==> src/rtl/cmdreg_pkg.sv <==
package cmdreg_pkg;

    // Phase of the mode-register hold sequence
    typedef enum logic [1:0] {
        PH_IDLE   = 2'd0,
        PH_STROBE = 2'd1,
        PH_TAIL   = 2'd2
    } hold_ph_e;

    // Address bit positions that side B may drive complemented
    function automatic logic addr_bit_flips(input int idx);
        return ((idx >= 3) && (idx <= 9)) || (idx == 11) ||
               ((idx >= 13) && (idx <= 15));
    endfunction

endpackage

==> src/rtl/cmdreg_cs_qualify.sv <==
module cmdreg_cs_qualify #(
    parameter int CS_MAX  = 4,
    parameter int DUAL_CS = 2
) (
    input  logic              quad_mode_n,
    input  logic [CS_MAX-1:0] cs_n_in,
    output logic [CS_MAX-1:0] cs_fwd_n,
    output logic              cs_one,
    output logic              cs_none,
    output logic              cs_multi
);
    localparam int CNT_W = $clog2(CS_MAX + 1);

    logic [CNT_W-1:0]  low_cnt;
    logic [CS_MAX-1:0] eff_n;

    always_comb begin
        eff_n = cs_n_in;
        if (quad_mode_n) begin
            for (int i = DUAL_CS; i < CS_MAX; i++) begin
                eff_n[i] = 1'b1;
            end
        end
        low_cnt = '0;
        for (int i = 0; i < CS_MAX; i++) begin
            low_cnt = low_cnt + CNT_W'(!eff_n[i]);
        end
    end

    assign cs_fwd_n = eff_n;
    assign cs_one   = (low_cnt == CNT_W'(1));
    assign cs_none  = (low_cnt == '0);
    assign cs_multi = (low_cnt > CNT_W'(1));

endmodule

==> src/rtl/cmdreg_hold_seq.sv <==
module cmdreg_hold_seq
    import cmdreg_pkg::*;
(
    input  logic clk,
    input  logic rst_n,
    input  logic launch,
    output logic busy,
    output logic strobe
);
    typedef struct packed {
        hold_ph_e ph;
    } seq_t;

    seq_t seq_d, seq_q;

    always_comb begin
        seq_d = seq_q;
        unique case (seq_q.ph)
            PH_IDLE:   if (launch) seq_d.ph = PH_STROBE;
            PH_STROBE: seq_d.ph = PH_TAIL;
            PH_TAIL:   seq_d.ph = PH_IDLE;
            default:   seq_d.ph = PH_IDLE;
        endcase
    end

    always_ff @(posedge clk or negedge rst_n) begin
        if (!rst_n) seq_q <= '{ph: PH_IDLE};
        else        seq_q <= seq_d;
    end

    assign busy   = (seq_q.ph != PH_IDLE);
    assign strobe = (seq_q.ph == PH_STROBE);


    strobe_to_tail_chk: assert property (@(posedge clk) disable iff (!rst_n)
        (seq_q.ph == PH_STROBE) |=> (seq_q.ph == PH_TAIL));


    tail_to_idle_chk: assert property (@(posedge clk) disable iff (!rst_n)
        (seq_q.ph == PH_TAIL) |=> (seq_q.ph == PH_IDLE));


    launch_enters_strobe_chk: assert property (@(posedge clk) disable iff (!rst_n)
        (launch && !busy) |=> strobe);

endmodule

==> src/rtl/cmdreg_side_b.sv <==
module cmdreg_side_b
    import cmdreg_pkg::*;
#(
    parameter int ADDR_W = 16,
    parameter int BANK_W = 3
) (
    input  logic              inv_en,
    input  logic [ADDR_W-1:0] addr_in,
    input  logic [BANK_W-1:0] bank_in,
    output logic [ADDR_W-1:0] addr_out,
    output logic [BANK_W-1:0] bank_out
);
    for (genvar i = 0; i < ADDR_W; i++) begin : g_addr
        if (addr_bit_flips(i)) begin : g_flip
            assign addr_out[i] = addr_in[i] ^ inv_en;
        end else begin : g_keep
            assign addr_out[i] = addr_in[i];
        end
    end

    for (genvar j = 0; j < BANK_W; j++) begin : g_bank
        assign bank_out[j] = bank_in[j] ^ inv_en;
    end

endmodule

==> src/rtl/cs_gated_cmd_reg.sv <==
module cs_gated_cmd_reg
    import cmdreg_pkg::*;
#(
    parameter int ADDR_W  = 16,
    parameter int BANK_W  = 3,
    parameter int CS_MAX  = 4,
    parameter int DUAL_CS = 2,
    parameter int CKE_W   = 2,
    parameter int ODT_W   = 2
) (
    input  logic               clk,
    input  logic               rst_n,
    input  logic               quad_mode_n,
    input  logic               inv_en,
    input  logic               float_en,
    input  logic               hold3_en,
    input  logic [CS_MAX-1:0]  cs_n_in,
    input  logic [ADDR_W-1:0]  addr_in,
    input  logic [BANK_W-1:0]  bank_in,
    input  logic               ras_n_in,
    input  logic               cas_n_in,
    input  logic               we_n_in,
    input  logic [CKE_W-1:0]   cke_in,
    input  logic [ODT_W-1:0]   odt_in,
    output logic [ADDR_W-1:0]  a_addr,
    output logic [BANK_W-1:0]  a_bank,
    output logic               a_ras_n,
    output logic               a_cas_n,
    output logic               a_we_n,
    output logic [CS_MAX-1:0]  a_cs_n,
    output logic [CKE_W-1:0]   a_cke,
    output logic [ODT_W-1:0]   a_odt,
    output logic               a_oe,
    output logic [ADDR_W-1:0]  b_addr,
    output logic [BANK_W-1:0]  b_bank,
    output logic               b_ras_n,
    output logic               b_cas_n,
    output logic               b_we_n,
    output logic [DUAL_CS-1:0] b_cs_n,
    output logic [CKE_W-1:0]   b_cke,
    output logic [ODT_W-1:0]   b_odt,
    output logic               b_oe
);
    typedef struct packed {
        logic [ADDR_W-1:0]  a_addr;
        logic [ADDR_W-1:0]  b_addr;
        logic [BANK_W-1:0]  a_bank;
        logic [BANK_W-1:0]  b_bank;
        logic               ras_n;
        logic               cas_n;
        logic               we_n;
        logic [CS_MAX-1:0]  a_cs_n;
        logic [DUAL_CS-1:0] b_cs_n;
        logic [CS_MAX-1:0]  pend_cs_n;
        logic [CKE_W-1:0]   cke;
        logic [ODT_W-1:0]   odt;
        logic               oe;
    } out_reg_t;

    function automatic out_reg_t idle_value();
        out_reg_t v;
        v           = '0;
        v.ras_n     = 1'b1;
        v.cas_n     = 1'b1;
        v.we_n      = 1'b1;
        v.a_cs_n    = '1;
        v.b_cs_n    = '1;
        v.pend_cs_n = '1;
        v.oe        = 1'b1;
        return v;
    endfunction

    function automatic logic [ADDR_W-1:0] flip_mask();
        logic [ADDR_W-1:0] m;
        for (int i = 0; i < ADDR_W; i++) m[i] = addr_bit_flips(i);
        return m;
    endfunction

    localparam logic [ADDR_W-1:0] FLIP_MASK = flip_mask();

    out_reg_t          r_d, r_q;
    logic [CS_MAX-1:0] cs_fwd_n;
    logic              cs_one, cs_none, cs_multi;
    logic              seq_busy, seq_strobe, launch, is_mrs;
    logic [ADDR_W-1:0] b_addr_nx;
    logic [BANK_W-1:0] b_bank_nx;

    cmdreg_cs_qualify #(.CS_MAX(CS_MAX), .DUAL_CS(DUAL_CS)) u_qual (
        .quad_mode_n (quad_mode_n),
        .cs_n_in     (cs_n_in),
        .cs_fwd_n    (cs_fwd_n),
        .cs_one      (cs_one),
        .cs_none     (cs_none),
        .cs_multi    (cs_multi)
    );

    cmdreg_side_b #(.ADDR_W(ADDR_W), .BANK_W(BANK_W)) u_sideb (
        .inv_en   (inv_en),
        .addr_in  (addr_in),
        .bank_in  (bank_in),
        .addr_out (b_addr_nx),
        .bank_out (b_bank_nx)
    );

    cmdreg_hold_seq u_seq (
        .clk    (clk),
        .rst_n  (rst_n),
        .launch (launch),
        .busy   (seq_busy),
        .strobe (seq_strobe)
    );

    assign is_mrs = !ras_n_in && !cas_n_in && !we_n_in;
    assign launch = hold3_en && is_mrs && cs_one && !seq_busy;

    always_comb begin
        r_d        = r_q;
        r_d.cke    = cke_in;
        r_d.odt    = odt_in;
        r_d.a_cs_n = '1;
        r_d.b_cs_n = '1;
        if (seq_busy) begin
            r_d.oe = 1'b1;
            if (seq_strobe) begin
                r_d.a_cs_n = r_q.pend_cs_n;
                if (quad_mode_n) r_d.b_cs_n = r_q.pend_cs_n[DUAL_CS-1:0];
            end
        end else if (cs_one) begin
            r_d.a_addr = addr_in;
            r_d.b_addr = b_addr_nx;
            r_d.a_bank = bank_in;
            r_d.b_bank = b_bank_nx;
            r_d.ras_n  = ras_n_in;
            r_d.cas_n  = cas_n_in;
            r_d.we_n   = we_n_in;
            r_d.oe     = 1'b1;
            if (launch) begin
                r_d.pend_cs_n = cs_fwd_n;
            end else begin
                r_d.a_cs_n = cs_fwd_n;
                if (quad_mode_n) r_d.b_cs_n = cs_fwd_n[DUAL_CS-1:0];
            end
        end else if (cs_none) begin
            r_d.oe = !float_en;
        end else begin
            r_d.oe = 1'b1;
        end
    end

    always_ff @(posedge clk or negedge rst_n) begin
        if (!rst_n) r_q <= idle_value();
        else        r_q <= r_d;
    end

    assign a_addr  = r_q.a_addr;
    assign a_bank  = r_q.a_bank;
    assign a_ras_n = r_q.ras_n;
    assign a_cas_n = r_q.cas_n;
    assign a_we_n  = r_q.we_n;
    assign a_cs_n  = r_q.a_cs_n;
    assign a_cke   = r_q.cke;
    assign a_odt   = r_q.odt;
    assign a_oe    = r_q.oe;
    assign b_addr  = r_q.b_addr;
    assign b_bank  = r_q.b_bank;
    assign b_ras_n = r_q.ras_n;
    assign b_cas_n = r_q.cas_n;
    assign b_we_n  = r_q.we_n;
    assign b_cs_n  = r_q.b_cs_n;
    assign b_cke   = r_q.cke;
    assign b_odt   = r_q.odt;
    assign b_oe    = r_q.oe;


    single_cs_out_chk: assert property (@(posedge clk) disable iff (!rst_n)
        $countones(~a_cs_n) <= 1);


    dual_copy_chk: assert property (@(posedge clk) disable iff (!rst_n)
        quad_mode_n |=> ((b_cs_n == a_cs_n[DUAL_CS-1:0]) && (&a_cs_n[CS_MAX-1:DUAL_CS])));


    quad_b_idle_chk: assert property (@(posedge clk) disable iff (!rst_n)
        !quad_mode_n |=> (&b_cs_n));


    deselect_hold_chk: assert property (@(posedge clk) disable iff (!rst_n)
        (cs_none && !seq_busy) |=> ($stable(a_addr) && $stable(a_bank) && (&a_cs_n)));


    multi_cs_block_chk: assert property (@(posedge clk) disable iff (!rst_n)
        (cs_multi && !seq_busy) |=> (a_oe && (&a_cs_n) && $stable(a_addr)));


    float_off_chk: assert property (@(posedge clk) disable iff (!rst_n)
        (float_en && cs_none && !seq_busy) |=> (!a_oe && !b_oe));


    side_b_pattern_chk: assert property (@(posedge clk) disable iff (!rst_n)
        (cs_one && !seq_busy) |=>
            ((a_addr ^ b_addr) == ($past(inv_en) ? FLIP_MASK : '0)) &&
            ((a_bank ^ b_bank) == {BANK_W{$past(inv_en)}}));


    cke_follow_chk: assert property (@(posedge clk) disable iff (!rst_n)
        rst_n |=> ((a_cke == $past(cke_in)) && (b_odt == $past(odt_in))));


    hold_strobe_cs_chk: assert property (@(posedge clk) disable iff (!rst_n)
        seq_strobe |=> ($countones(~a_cs_n) == 1));


    hold_stable_chk: assert property (@(posedge clk) disable iff (!rst_n)
        seq_busy |=> ($stable(a_addr) && $stable(b_addr) && $stable(a_we_n)));


    one_cycle_fwd_chk: assert property (@(posedge clk) disable iff (!rst_n)
        (cs_one && !hold3_en && !seq_busy) |=> ($countones(~a_cs_n) == 1));

endmodule

==> config.mk <==
export PLATFORM = sky130hd
export DESIGN_NAME = cs_gated_cmd_reg
export DESIGN_NICKNAME = d
export VERILOG_FILES = /design/src/rtl/cmdreg_pkg.sv /design/src/rtl/cmdreg_cs_qualify.sv /design/src/rtl/cmdreg_hold_seq.sv /design/src/rtl/cmdreg_side_b.sv /design/src/rtl/cs_gated_cmd_reg.sv
export SDC_FILE = /design/constraint.sdc
export NUM_CORES = 1
export LEC_CHECK = 0
export ABC_AREA = 1
export BUFFER_PORTS_ARGS = -buffer_cell sky130_fd_sc_hd__buf_2
export CELL_PAD_IN_SITES_DETAIL_PLACEMENT = 1
export CELL_PAD_IN_SITES_GLOBAL_PLACEMENT = 2
export CORE_MARGIN = 3
export CORE_UTILIZATION = 26
export DETAILED_ROUTE_END_ITERATION = 8
export GPL_TIMING_DRIVEN = 0
export HOLD_SLACK_MARGIN = 0.02
export PLACE_DENSITY_LB_ADDON = 0.1
export SETUP_SLACK_MARGIN = 0.5
export SYNTH_ARGS = -nofsm -noshare
export SYNTH_HDL_FRONTEND = slang
export SYNTH_HIERARCHICAL = 1
export SYNTH_SLANG_ARGS = --single-unit
==> constraint.sdc <==
create_clock -name clk -period 1.1 [get_ports clk]
set_input_delay 0.11 -clock clk [delete_from_list [all_inputs] [get_ports clk]]
set_output_delay 0.11 -clock clk [all_outputs]
set_load 0.02 [all_outputs]
==> impl_metrics.env <==
export IMPL_finClkSkew_ps=8.375
export IMPL_fin_nets=554
export IMPL_start_kind="input port"
export IMPL_grt_max_degree=59
export IMPL_cts_tree="yes"
export IMPL_worstSetupEndpointType="flop"
export IMPL_dpl_cell_count=609
export IMPL_gp_congestion=0.6999
export IMPL_gr_usage_all_layers_pct=14.04
export IMPL_worstPathMaxFanout=8
export IMPL_dieArea_sq_um=12980
export IMPL_status="finished with violations"
export IMPL_clk_pin_slew_ps=60
export IMPL_synth_cells=374
export IMPL_nFillCells=1333
export IMPL_core_area_sq_um=11130
export IMPL_postLayoutCoreUtil_pct=44.39
export IMPL_grt_antenna_before_repair=0
export IMPL_worstSkewPairLatency_ps=320
export IMPL_ant_nets=0
export IMPL_htree_levels=3
export IMPL_vias=2631
export IMPL_failed_checks="hold timing, setup timing"
export IMPL_hold_buffers=5
export IMPL_fp_dieH_um=113.9
export IMPL_final_common_cell="nand2_1"
export IMPL_ys_warn_count=6
export IMPL_crit_start="quad_mode_n"
export IMPL_grt_overflow_total=0
export IMPL_die_x_um=113.9
export IMPL_routed_wl_mm=8.277
export IMPL_worst_hold_slack_ps=-147.9
export IMPL_worst_slack_ps=-925.9
export IMPL_leakagePower_nw=2.688
export IMPL_postSynthAreaPerCell_sq_um=8.099
export IMPL_fin_area_sq_um=4938
export IMPL_final_cell_mix="nand2_1, buf_6, dfrtp_1"
export IMPL_final_layout_size_suffix_gt1_share_pct=48.17
export IMPL_rsz0062_at_grt="true"
export IMPL_worstHoldPathType="in2async"
export IMPL_setup_viol=66
export IMPL_placed_area_sq_um=3897
export IMPL_power_density_nw_per_um2=2337
export IMPL_crit_required_ps=1360
export IMPL_grt_pass1_vias=2903
export IMPL_fp_row_count=38
export IMPL_relSlewSlack_pct=46.69
export IMPL_drtPass1Iterations=4
export IMPL_drc_errors=0
export IMPL_drt_iter0_drc=73
export IMPL_instances_no_fill=659
export IMPL_hold_violations=45
export IMPL_area_delta_synth_final_pct=63.03
export IMPL_path_class="in2reg"
export IMPL_r2r_cells=6
export IMPL_r2r_start="u_seq/seq_q[1]"
export IMPL_ir_drop_v=0.0009206
export IMPL_vias_per_cell=3.992
export IMPL_clockBufferDepth=2
export IMPL_cts_sinks=58
export IMPL_grt_pass1_wl_mm=14.42
export IMPL_start_util_pct=27.23
export IMPL_netlist_area_sq_um=3029
export IMPL_cp_arrival_ps=2290
export IMPL_finalCriticalPeriod_ps=2026
export IMPL_wl_per_cell_um=12.56
export IMPL_syn_nets=414
export IMPL_tightest_slew_ps=799.6
export IMPL_clock_root_buffer="clkbuf_16"
export IMPL_max_freq_mhz=493.6
export IMPL_numCtsBuffers=9
export IMPL_fin_crit_sh_pct=184.2
export IMPL_drv_cap=0
export IMPL_place_detailed_hpwl_mm=5.557
export IMPL_drv_slew=0
export IMPL_port_buffers=95
export IMPL_io_pins=96
export IMPL_diodes=0
-- layer usage --
layer  global-route usage (%)  vias up  share of wire (%)
li1                         -     1320                  -
met1                    17.06     1244                 43
met2                    23.81       58                 51
met3                    4.350        9                5.3
met4                    4.276        0                1.5
met5                        0        -                  0
-- area by class of cell --
type | instances | area (sq um) | area share (%)
sequential | 58 | 1469 | 29.74
multi-input combinational | 212 | 939.7 | 19.03
clock inverter | 2 | 35.03 | 0.7094
inverter | 31 | 121.4 | 2.458
buffer | 73 | 789.5 | 15.99
clock buffer | 14 | 264.0 | 5.346
timing repair buffer | 129 | 1145 | 23.18
tap | 140 | 175.2 | 3.547
-- stage by stage --
stage | total power [mW] | setup WS [ps] | setup TNS, ps
5_1_grt | 12.29 | -1075 | -55940
6_report | 11.54 | -925.9 | -47100
2_1_floorplan | 6.241 | -984.8 | -49360
3_5_place_dp | 7.346 | -1451 | -73250
4_1_cts | 11.52 | -934.2 | -47320
3_3_place_gp | 7.270 | -1411 | -87550
-- timing repair --
item	CTS	global route
hold endpoints to repair	64	51
endpoints found under the setup margin	114	114
pin swaps	9	7
setup buffers	18	11
gates resized for setup	143	4
-- power by group --
group	switching, mW	total (mW)	internal [mW]
Clock	0.951	2.83	1.87
Sequential	0.469	3.34	2.87
Combinational	2.23	5.38	3.14
Total	3.65	11.5	7.89
-- critical path, stage by stage --
cell,delay [ps]
buf_8,90
or2_4,250
fa_1,480
inv_1,40
ha_2,170
inv_2,60
ha_4,190
inv_2,50
nand3_2,60
inv_2,70
inv_2,50
nor2_4,200
nand3_4,170
buf_6,170
a21oi_2,100
-- state kept, by name, indices dropped and copies added, names as in the netlist --
signal,count
a_ras_n,1
r_q,4
a_oe,1
b_cs_n,2
a_odt,2
b_bank,3
a_cke,2
a_bank,3
a_addr,16
b_addr,16
u_seq/seq_q,2
a_cas_n,1
a_we_n,1
a_cs_n,4
-- path summary, 6_finish.rpt --
| path | end | slack (ps) |
|---|---|---|
| worst max-delay path | a_cs_n[2] | -930 |
| worst min-delay path | a_cke[1] | -150 |
| worst max register to register | a_cs_n[2] | -180 |
| worst min register to register | r_q[6] | 460 |
| max in group asynchronous | a_addr[12] | 690 |
| min in group clk | a_we_n | -10 |
Power figures use the tool's default switching activity.
